File: src/rtl/aggr_pkg.sv
package aggr_pkg;
    typedef enum logic {
        ACT_PASS = 1'b0,
        ACT_RELU = 1'b1
    } act_e;
endpackage

File: src/rtl/aggr_hazard.sv
module aggr_hazard #(
    parameter int IW    = 4,
    parameter int DEPTH = 2
) (
    input  logic [IW-1:0]       probe_idx,
    input  logic [DEPTH-1:0]    slot_vld,
    input  logic [DEPTH*IW-1:0] slot_idx,
    output logic                hit
);
    logic [DEPTH-1:0] match;

    for (genvar k = 0; k < DEPTH; k++) begin : g_cmp
        assign match[k] = slot_vld[k] && (slot_idx[k*IW +: IW] == probe_idx);
    end

    assign hit = |match;
endmodule

File: src/rtl/aggr_act.sv
module aggr_act
    import aggr_pkg::*;
#(
    parameter int                    DW       = 16,
    parameter logic signed [DW-1:0]  RELU_MAX = 16'sd1000
) (
    input  logic [DW-1:0] stored,
    input  logic [DW-1:0] addend,
    input  logic          last,
    input  act_e          mode,
    output logic [DW-1:0] result
);
    localparam logic signed [DW:0] SUM_MAX = (DW+1)'((1 << (DW-1)) - 1);
    localparam logic signed [DW:0] SUM_MIN = -SUM_MAX - (DW+1)'(1);

    logic signed [DW:0]   wide;
    logic signed [DW-1:0] clipped;

    always_comb begin
        wide = $signed({stored[DW-1], stored}) + $signed({addend[DW-1], addend});
        if (wide > SUM_MAX) begin
            clipped = SUM_MAX[DW-1:0];
        end else if (wide < SUM_MIN) begin
            clipped = SUM_MIN[DW-1:0];
        end else begin
            clipped = wide[DW-1:0];
        end
        result = clipped;
        if (last && (mode == ACT_RELU)) begin
            if (clipped < 0) begin
                result = '0;
            end else if (clipped > RELU_MAX) begin
                result = RELU_MAX;
            end
        end
    end
endmodule

File: src/rtl/aggr_engine.sv
module aggr_engine
    import aggr_pkg::*;
#(
    parameter int                    IW       = 4,
    parameter int                    AW       = 6,
    parameter int                    DW       = 16,
    parameter int                    CW       = 16,
    parameter int                    RD_LAT   = 2,
    parameter logic signed [DW-1:0]  RELU_MAX = 16'sd1000
) (
    input  logic          clk,
    input  logic          rst_n,
    input  logic          cfg_act,
    input  logic          in_valid,
    output logic          in_ready,
    input  logic [IW-1:0] in_idx,
    input  logic [DW-1:0] in_val,
    input  logic          in_last,
    output logic [IW-1:0] map_idx,
    input  logic [AW-1:0] map_addr0,
    input  logic [AW-1:0] map_addr1,
    input  logic          map_dual,
    output logic          mem_rd_en,
    output logic [AW-1:0] mem_rd_addr,
    input  logic [DW-1:0] mem_rd_data,
    output logic          mem_wr_en,
    output logic [AW-1:0] mem_wr_addr,
    output logic [DW-1:0] mem_wr_data,
    output logic [CW-1:0] done_count
);
    localparam int TAIL = RD_LAT - 1;

    typedef struct packed {
        logic          vld;
        logic          last;
        logic          dual;
        logic [IW-1:0] idx;
        logic [DW-1:0] val;
        logic [AW-1:0] a0;
        logic [AW-1:0] a1;
    } slot_t;

    typedef struct packed {
        slot_t [RD_LAT-1:0] pipe;
        logic               bubble;
        logic               dup_vld;
        logic [AW-1:0]      dup_addr;
        logic [DW-1:0]      dup_data;
        logic [CW-1:0]      done;
    } state_t;

    state_t st_d, st_q;

    logic [RD_LAT-1:0]    flight_vld;
    logic [RD_LAT*IW-1:0] flight_idx;
    logic                 hazard_hit;
    logic                 take;
    logic [DW-1:0]        act_out;
    slot_t                tail;

    for (genvar k = 0; k < RD_LAT; k++) begin : g_flight
        assign flight_vld[k]          = st_q.pipe[k].vld;
        assign flight_idx[k*IW +: IW] = st_q.pipe[k].idx;
    end

    aggr_hazard #(.IW(IW), .DEPTH(RD_LAT)) u_hazard (
        .probe_idx (in_idx),
        .slot_vld  (flight_vld),
        .slot_idx  (flight_idx),
        .hit       (hazard_hit)
    );

    assign tail = st_q.pipe[TAIL];

    aggr_act #(.DW(DW), .RELU_MAX(RELU_MAX)) u_act (
        .stored (mem_rd_data),
        .addend (tail.val),
        .last   (tail.last),
        .mode   (act_e'(cfg_act)),
        .result (act_out)
    );

    assign map_idx  = in_idx;
    assign in_ready = !st_q.bubble && !hazard_hit;
    assign take     = in_valid && in_ready;

    always_comb begin
        st_d = st_q;

        // in-order queue of reads awaiting their data
        st_d.pipe[0].vld  = take;
        st_d.pipe[0].last = in_last;
        st_d.pipe[0].dual = map_dual;
        st_d.pipe[0].idx  = in_idx;
        st_d.pipe[0].val  = in_val;
        st_d.pipe[0].a0   = map_addr0;
        st_d.pipe[0].a1   = map_addr1;
        for (int k = 1; k < RD_LAT; k++) begin
            st_d.pipe[k] = st_q.pipe[k-1];
        end

        // a dual final takes the write port for two cycles
        st_d.bubble  = take && in_last && map_dual;
        st_d.dup_vld = 1'b0;

        mem_rd_en   = take;
        mem_rd_addr = map_addr0;
        mem_wr_en   = 1'b0;
        mem_wr_addr = st_q.dup_addr;
        mem_wr_data = st_q.dup_data;

        if (tail.vld) begin
            mem_wr_en   = 1'b1;
            mem_wr_addr = tail.a0;
            mem_wr_data = act_out;
            if (tail.last) begin
                st_d.done = st_q.done + CW'(1);
            end
            st_d.dup_vld  = tail.last && tail.dual;
            st_d.dup_addr = tail.a1;
            st_d.dup_data = act_out;
        end else if (st_q.dup_vld) begin
            mem_wr_en = 1'b1;
        end
    end

    always_ff @(posedge clk) begin
        if (!rst_n) begin
            st_q <= '0;
        end else begin
            st_q <= st_d;
        end
    end

    assign done_count = st_q.done;
endmodule

File: config.mk
export PLATFORM = sky130hd
export DESIGN_NAME = aggr_engine
export DESIGN_NICKNAME = d
export VERILOG_FILES = /design/src/rtl/aggr_pkg.sv /design/src/rtl/aggr_hazard.sv /design/src/rtl/aggr_act.sv /design/src/rtl/aggr_engine.sv
export SDC_FILE = /design/constraint.sdc
export NUM_CORES = 1
export LEC_CHECK = 0
export ABC_AREA = 1
export BUFFER_PORTS_ARGS = -buffer_cell sky130_fd_sc_hd__buf_4
export CAP_MARGIN = 20
export CORE_MARGIN = 2
export CORE_UTILIZATION = 45
export CTS_CLUSTER_DIAMETER = 60
export DETAILED_ROUTE_END_ITERATION = 12
export GPL_TIMING_DRIVEN = 1
export PLACE_DENSITY_LB_ADDON = 0.3
export SETUP_SLACK_MARGIN = 0.2
export SLEW_MARGIN = 25
export SYNTH_ARGS = -nofsm -noshare
export SYNTH_HDL_FRONTEND = slang
export SYNTH_SLANG_ARGS = --single-unit
export TNS_END_PERCENT = 5
File: constraint.sdc
create_clock -name clk -period 3.2 [get_ports clk]
set_input_delay 0.64 -clock clk [delete_from_list [all_inputs] [get_ports clk]]
set_output_delay 0.64 -clock clk [all_outputs]
set_load 0.02 [all_outputs]
==> reports/metrics.sh <==
RUN_STATUS='finished, violations left'
FAILED_CHECKS='setup timing'
SETUP_REPAIR_AFTER_GLOBAL_ROUTING_MISSED_ITS_MARGIN='yes'
HOLD_VIOLATIONS=0
CRITPATHLAUNCH='mem_rd_data[3]'
DRT-PASS1-ITER-COUNT=5
SEQ_POWER_SHARE=0.416
CELLINTERNALPOWER_mW=2.54
CP_CELL_SEQUENCE='buf_4 -> ha_1 -> or2_2 -> nand3_2 -> nand2_4 -> nand2_4 -> nand2_4 -> nand2_2 -> nand2_8 -> nand2_8 -> nand2_2 -> nand2_2 -> nand3_2 -> nor2_2 -> nand2_1 -> nand2_2 -> nand3_4 -> nand2_2 -> nand2_2 -> nand2_4 -> buf_6'
ROUTE.DETAILED.VIAS_PER_INST=4.63
CLOCK_SINK_COUNT=110
CTS-HOLD-FIX-BUFFERS=0
DP.FINAL_HPWL_UM=8460
SYNTH-EDFF-COUNT=0
TIMING.FINAL.CRIT_SHARE=1.16
WORSTREGTOREGCELLS=30
CTS.ROOT.BUFFER_CELL='sky130_fd_sc_hd__clkbuf_16'
CTS_TREE='yes'
POSTSYNTHREGISTERBITS=110
FLOORPLAN.INITIALDENSITY=0.456
CLOCKBUFFERDEPTH=2
POSTSYNTHCELLCOUNT=720
NETLIST.TOP_CELL.BY_AREA='sky130_fd_sc_hd__dfxtp_1'
REG2REG_TO='st_q[22]'
POWER_SWITCHING_mW=0.922
SETUP_VIOL=16
POWER.SHARE.COMBINATIONAL=0.209
CP-START-KIND='input port'
WORST_PATH_DOMINANT_CELL_FAMILY='simple AND/OR/NAND/NOR gates'
POSTROUTEANTENNANETS=0
POST-SYNTH-TOP-AREA-FRACTION=0.429
CLKTRANSATPATHREGS_NS=0.08
GP_CONGESTION=0.855
WORST-PATH-STAGES=21
HOLDCRITPATHCLASS='reg2reg'
GRT.TOTAL_USAGE=0.191
DIE_W_UM=111
CELLPOWERDENSITY_nW_PER_UM2=474
TOTAL_GR_OVERFLOW=0
ANTENNADIODECOUNT=0
POST-ROUTE-WORST-SETUP-SLACK_NS=-0.500
NNETSFINAL=949
CRITPATHARRIVALTIME_NS=3.06
GRT_ANTENNA_BEFORE_REPAIR=0
R2R_START='st_q[87]'
SYNTH.CELL_AREA_UM2=5140
WIRE_PER_INST_UM=11.8
PORTBUFFERS=104
SYNTHTOPCELLSBYAREA='sky130_fd_sc_hd__dfxtp_1 (43%), sky130_fd_sc_hd__nand2_1 (17%), sky130_fd_sc_hd__inv_1 (9.3%)'
FF2FF_SETUP_SLACK_NS=-0.41
SYNTHESIS.NETS=792
DRT-TOTAL-WL_UM=12100
YOSYSWARNINGCOUNT=0
CLOCK_POWER_SHARE=0.375
CTS_MADE_BUFFERS=9
TIMING.SLEW.HEADROOM=0.385
CLOCK_INSERTION_DELAY_WORST_SKEW_NS=0.34
WORST_SETUP_PATH_END='mem_wr_data[5]'
DRV_SLEW=0
P_SW_FRAC=0.266
YOSYS_MOST_USED_DFF='sky130_fd_sc_hd__dfxtp_1'
CLOCK.FMAX_MHz=270
TIMING.CRITICAL_PATH.BUF_INV=2
CRIT_SLOWEST_CELL='sky130_fd_sc_hd__ha_1'
ASYNC_FLOP_SHARE=0
WORST_SLEW_PIN_SLEW_NS=0.917
WORST_PATH_MOST_REPEATED_CELL='sky130_fd_sc_hd__nand2_2'
SYNTH_AREA_PER_CELL_UM2=7.13
FLOORPLAN.ROWS=39
VDD.IR_DROP.WORST_uV=363
YOSYSSEQAREASHARE=0.429
GLOBAL_ROUTE_WIRE_LENGTH_BEFORE_REPAIR_UM=19400
CORE_AREA_UM2=11300
CP_DATA_REQUIRED_TIME_NS=2.56
MIN_PERIOD_NS=3.70
YOSYSUNIQUECELLTYPES=38
WORSTSETUPPATHTYPE='in2out'
GRT_MAX_DEGREE=81
CRITICAL_PATH.MAX_FANOUT=7
FIRST_GLOBAL_VIAS=4390
FINCLKSKEW_NS=0.00835
DRC_ERRORS=0
AREA_DELTA_SYNTH_FINAL_PCT=42.2
DIEAREA_UM2=12300
DIEHEIGHT_UM=111
CLOCK_TREE.HTREE_LEVEL_COUNT=3
DRIVE_ABOVE_1_SHARE=0.350
POWER.LEAKAGE_nW=3.99
TOTAL_POWER_mW=3.47
MAX_STAGE_DELAY_NS=0.29
FLOORPLAN.IO_PINS=105
ROUTE.VIAS.TOTAL=4748
DRV.MAX_CAP_VIOLATION_COUNT=0
DRT_ITER0_DRC=218
TIMING.HOLD.WS_NS=0.407
CRIT_PATH_END_KIND='output port'
## stage by stage
| step | utilization | setup slack [ns] | setup TNS [ns] | std cells | instance area (um^2) |
|---|---|---|---|---|---|
| 2_1_floorplan | - | -0.127 | -1.18 | 720 | 5200 |
| 3_3_place_gp | 0.568 | -0.398 | -4.27 | 992 | 6400 |
| 3_5_place_dp | 0.568 | -0.484 | -5.32 | 992 | 6400 |
| 4_1_cts | 0.626 | -0.369 | -4.38 | 1022 | 7050 |
| 5_1_grt | 0.648 | -0.628 | -7.90 | 1025 | 7300 |
| 6_report | 0.648 | -0.500 | -5.76 | 1025 | 7300 |
## worst register-to-register path, delay by kind of cell, from the launching register on
family                     cells  cell delay [ns]
adders and majority gates      2             0.47
buffers and inverters         10             1.06
and+or+nand+nor               17             1.53
AOI/OAI and AO/OA              1             0.11
DFF                            1             0.35
## repair_timing
action | in CTS | in global routing
gates resized for setup | 37 | 48
cloned | 1 | 0
pin swaps | 15 | 25
setup endpoints to repair | 16 | 20
buffers inserted | 13 | 3
## layer usage
metal,global-route usage,part of all wire,up-vias,wire [um]
met3,0.0273,0.044,27,533
li1,-,-,2475,-
met4,0.0833,0.031,0,379
met2,0.334,0.48,120,5880
met5,0,0,-,0
met1,0.235,0.44,2126,5350
## worst min-delay path by stage
stage,startpoint,end,cells after the start
floorplan,st_d[100],st_q[100],2
global placement,st_d[80],st_q[80],2
detailed placement,st_d[87],st_q[87],2
CTS,st_d[87],st_q[87],2
global route,st_d[77],st_q[77],2
finish,st_d[100],st_q[100],2
## kinds of logic after synthesis
| family | Yosys count | synth area share |
|---|---|---|
| flops | 110 | 0.429 |
| fa+ha+maj | 18 | 0.0453 |
| compound gates | 70 | 0.0767 |
| simple gates | 336 | 0.278 |
| buf+inv | 172 | 0.148 |
| xor+xnor | 14 | 0.0239 |
## flip-flops by register name, summed over array words and instances, names as in the netlist
register	cells
done_count	16
flight_idx	8
flight_vld	2
st_d	30
st_q	54
## power by group through the flow
stage	combinational (mW)	clock [mW]	sequential (mW)
4_1_cts	0.651	1.33	1.44
3_5_place_dp	0.590	0	1.47
2_1_floorplan	0.339	0	1.46
3_3_place_gp	0.580	0	1.47
5_1_grt	0.790	1.38	1.45
6_report	0.726	1.30	1.44
## cells in the final DEF, fill, tap and decap left out, types with 9 or more instances in the layout
cell and instances:
sky130_fd_sc_hd__inv_1 123, sky130_fd_sc_hd__nor3_1 10, sky130_fd_sc_hd__nor2_1 20, sky130_fd_sc_hd__buf_4 180, sky130_fd_sc_hd__nand3_1 22, sky130_fd_sc_hd__dfxtp_1 109, sky130_fd_sc_hd__a21oi_1 36, sky130_fd_sc_hd__nand2_1 202
sky130_fd_sc_hd__ha_4 10, sky130_fd_sc_hd__o21ai_0 9, sky130_fd_sc_hd__nand2_4 13, sky130_fd_sc_hd__clkbuf_16 9, sky130_fd_sc_hd__a21oi_2 14, sky130_fd_sc_hd__nand2_2 38
## synth_stat cells (3+ instances only)
cell type	count
sky130_fd_sc_hd__a21oi_1	46
sky130_fd_sc_hd__ha_1	17
sky130_fd_sc_hd__buf_4	26
sky130_fd_sc_hd__nor2_1	23
sky130_fd_sc_hd__xnor2_1	6
sky130_fd_sc_hd__xor2_1	8
sky130_fd_sc_hd__dfxtp_1	110
sky130_fd_sc_hd__o21a_1	3
sky130_fd_sc_hd__clkbuf_1	15
sky130_fd_sc_hd__nand2_1	239
sky130_fd_sc_hd__a21oi_2	6
sky130_fd_sc_hd__nor3_1	11
sky130_fd_sc_hd__nand4_1	3
sky130_fd_sc_hd__nor4_1	3
sky130_fd_sc_hd__o21ai_0	9
sky130_fd_sc_hd__inv_1	127
sky130_fd_sc_hd__nand2_2	14
sky130_fd_sc_hd__nand3_1	27
## cell type report
class	count	area, um^2
tap	143	179
multi-input combinational	439	2630
inverter	128	480
fill	931	3970
clock buffer	9	225
clock inverter	7	131
sequential	110	2200
timing repair buffer	189	1460
No activity file was read; power rests on OpenSTA's default activity.
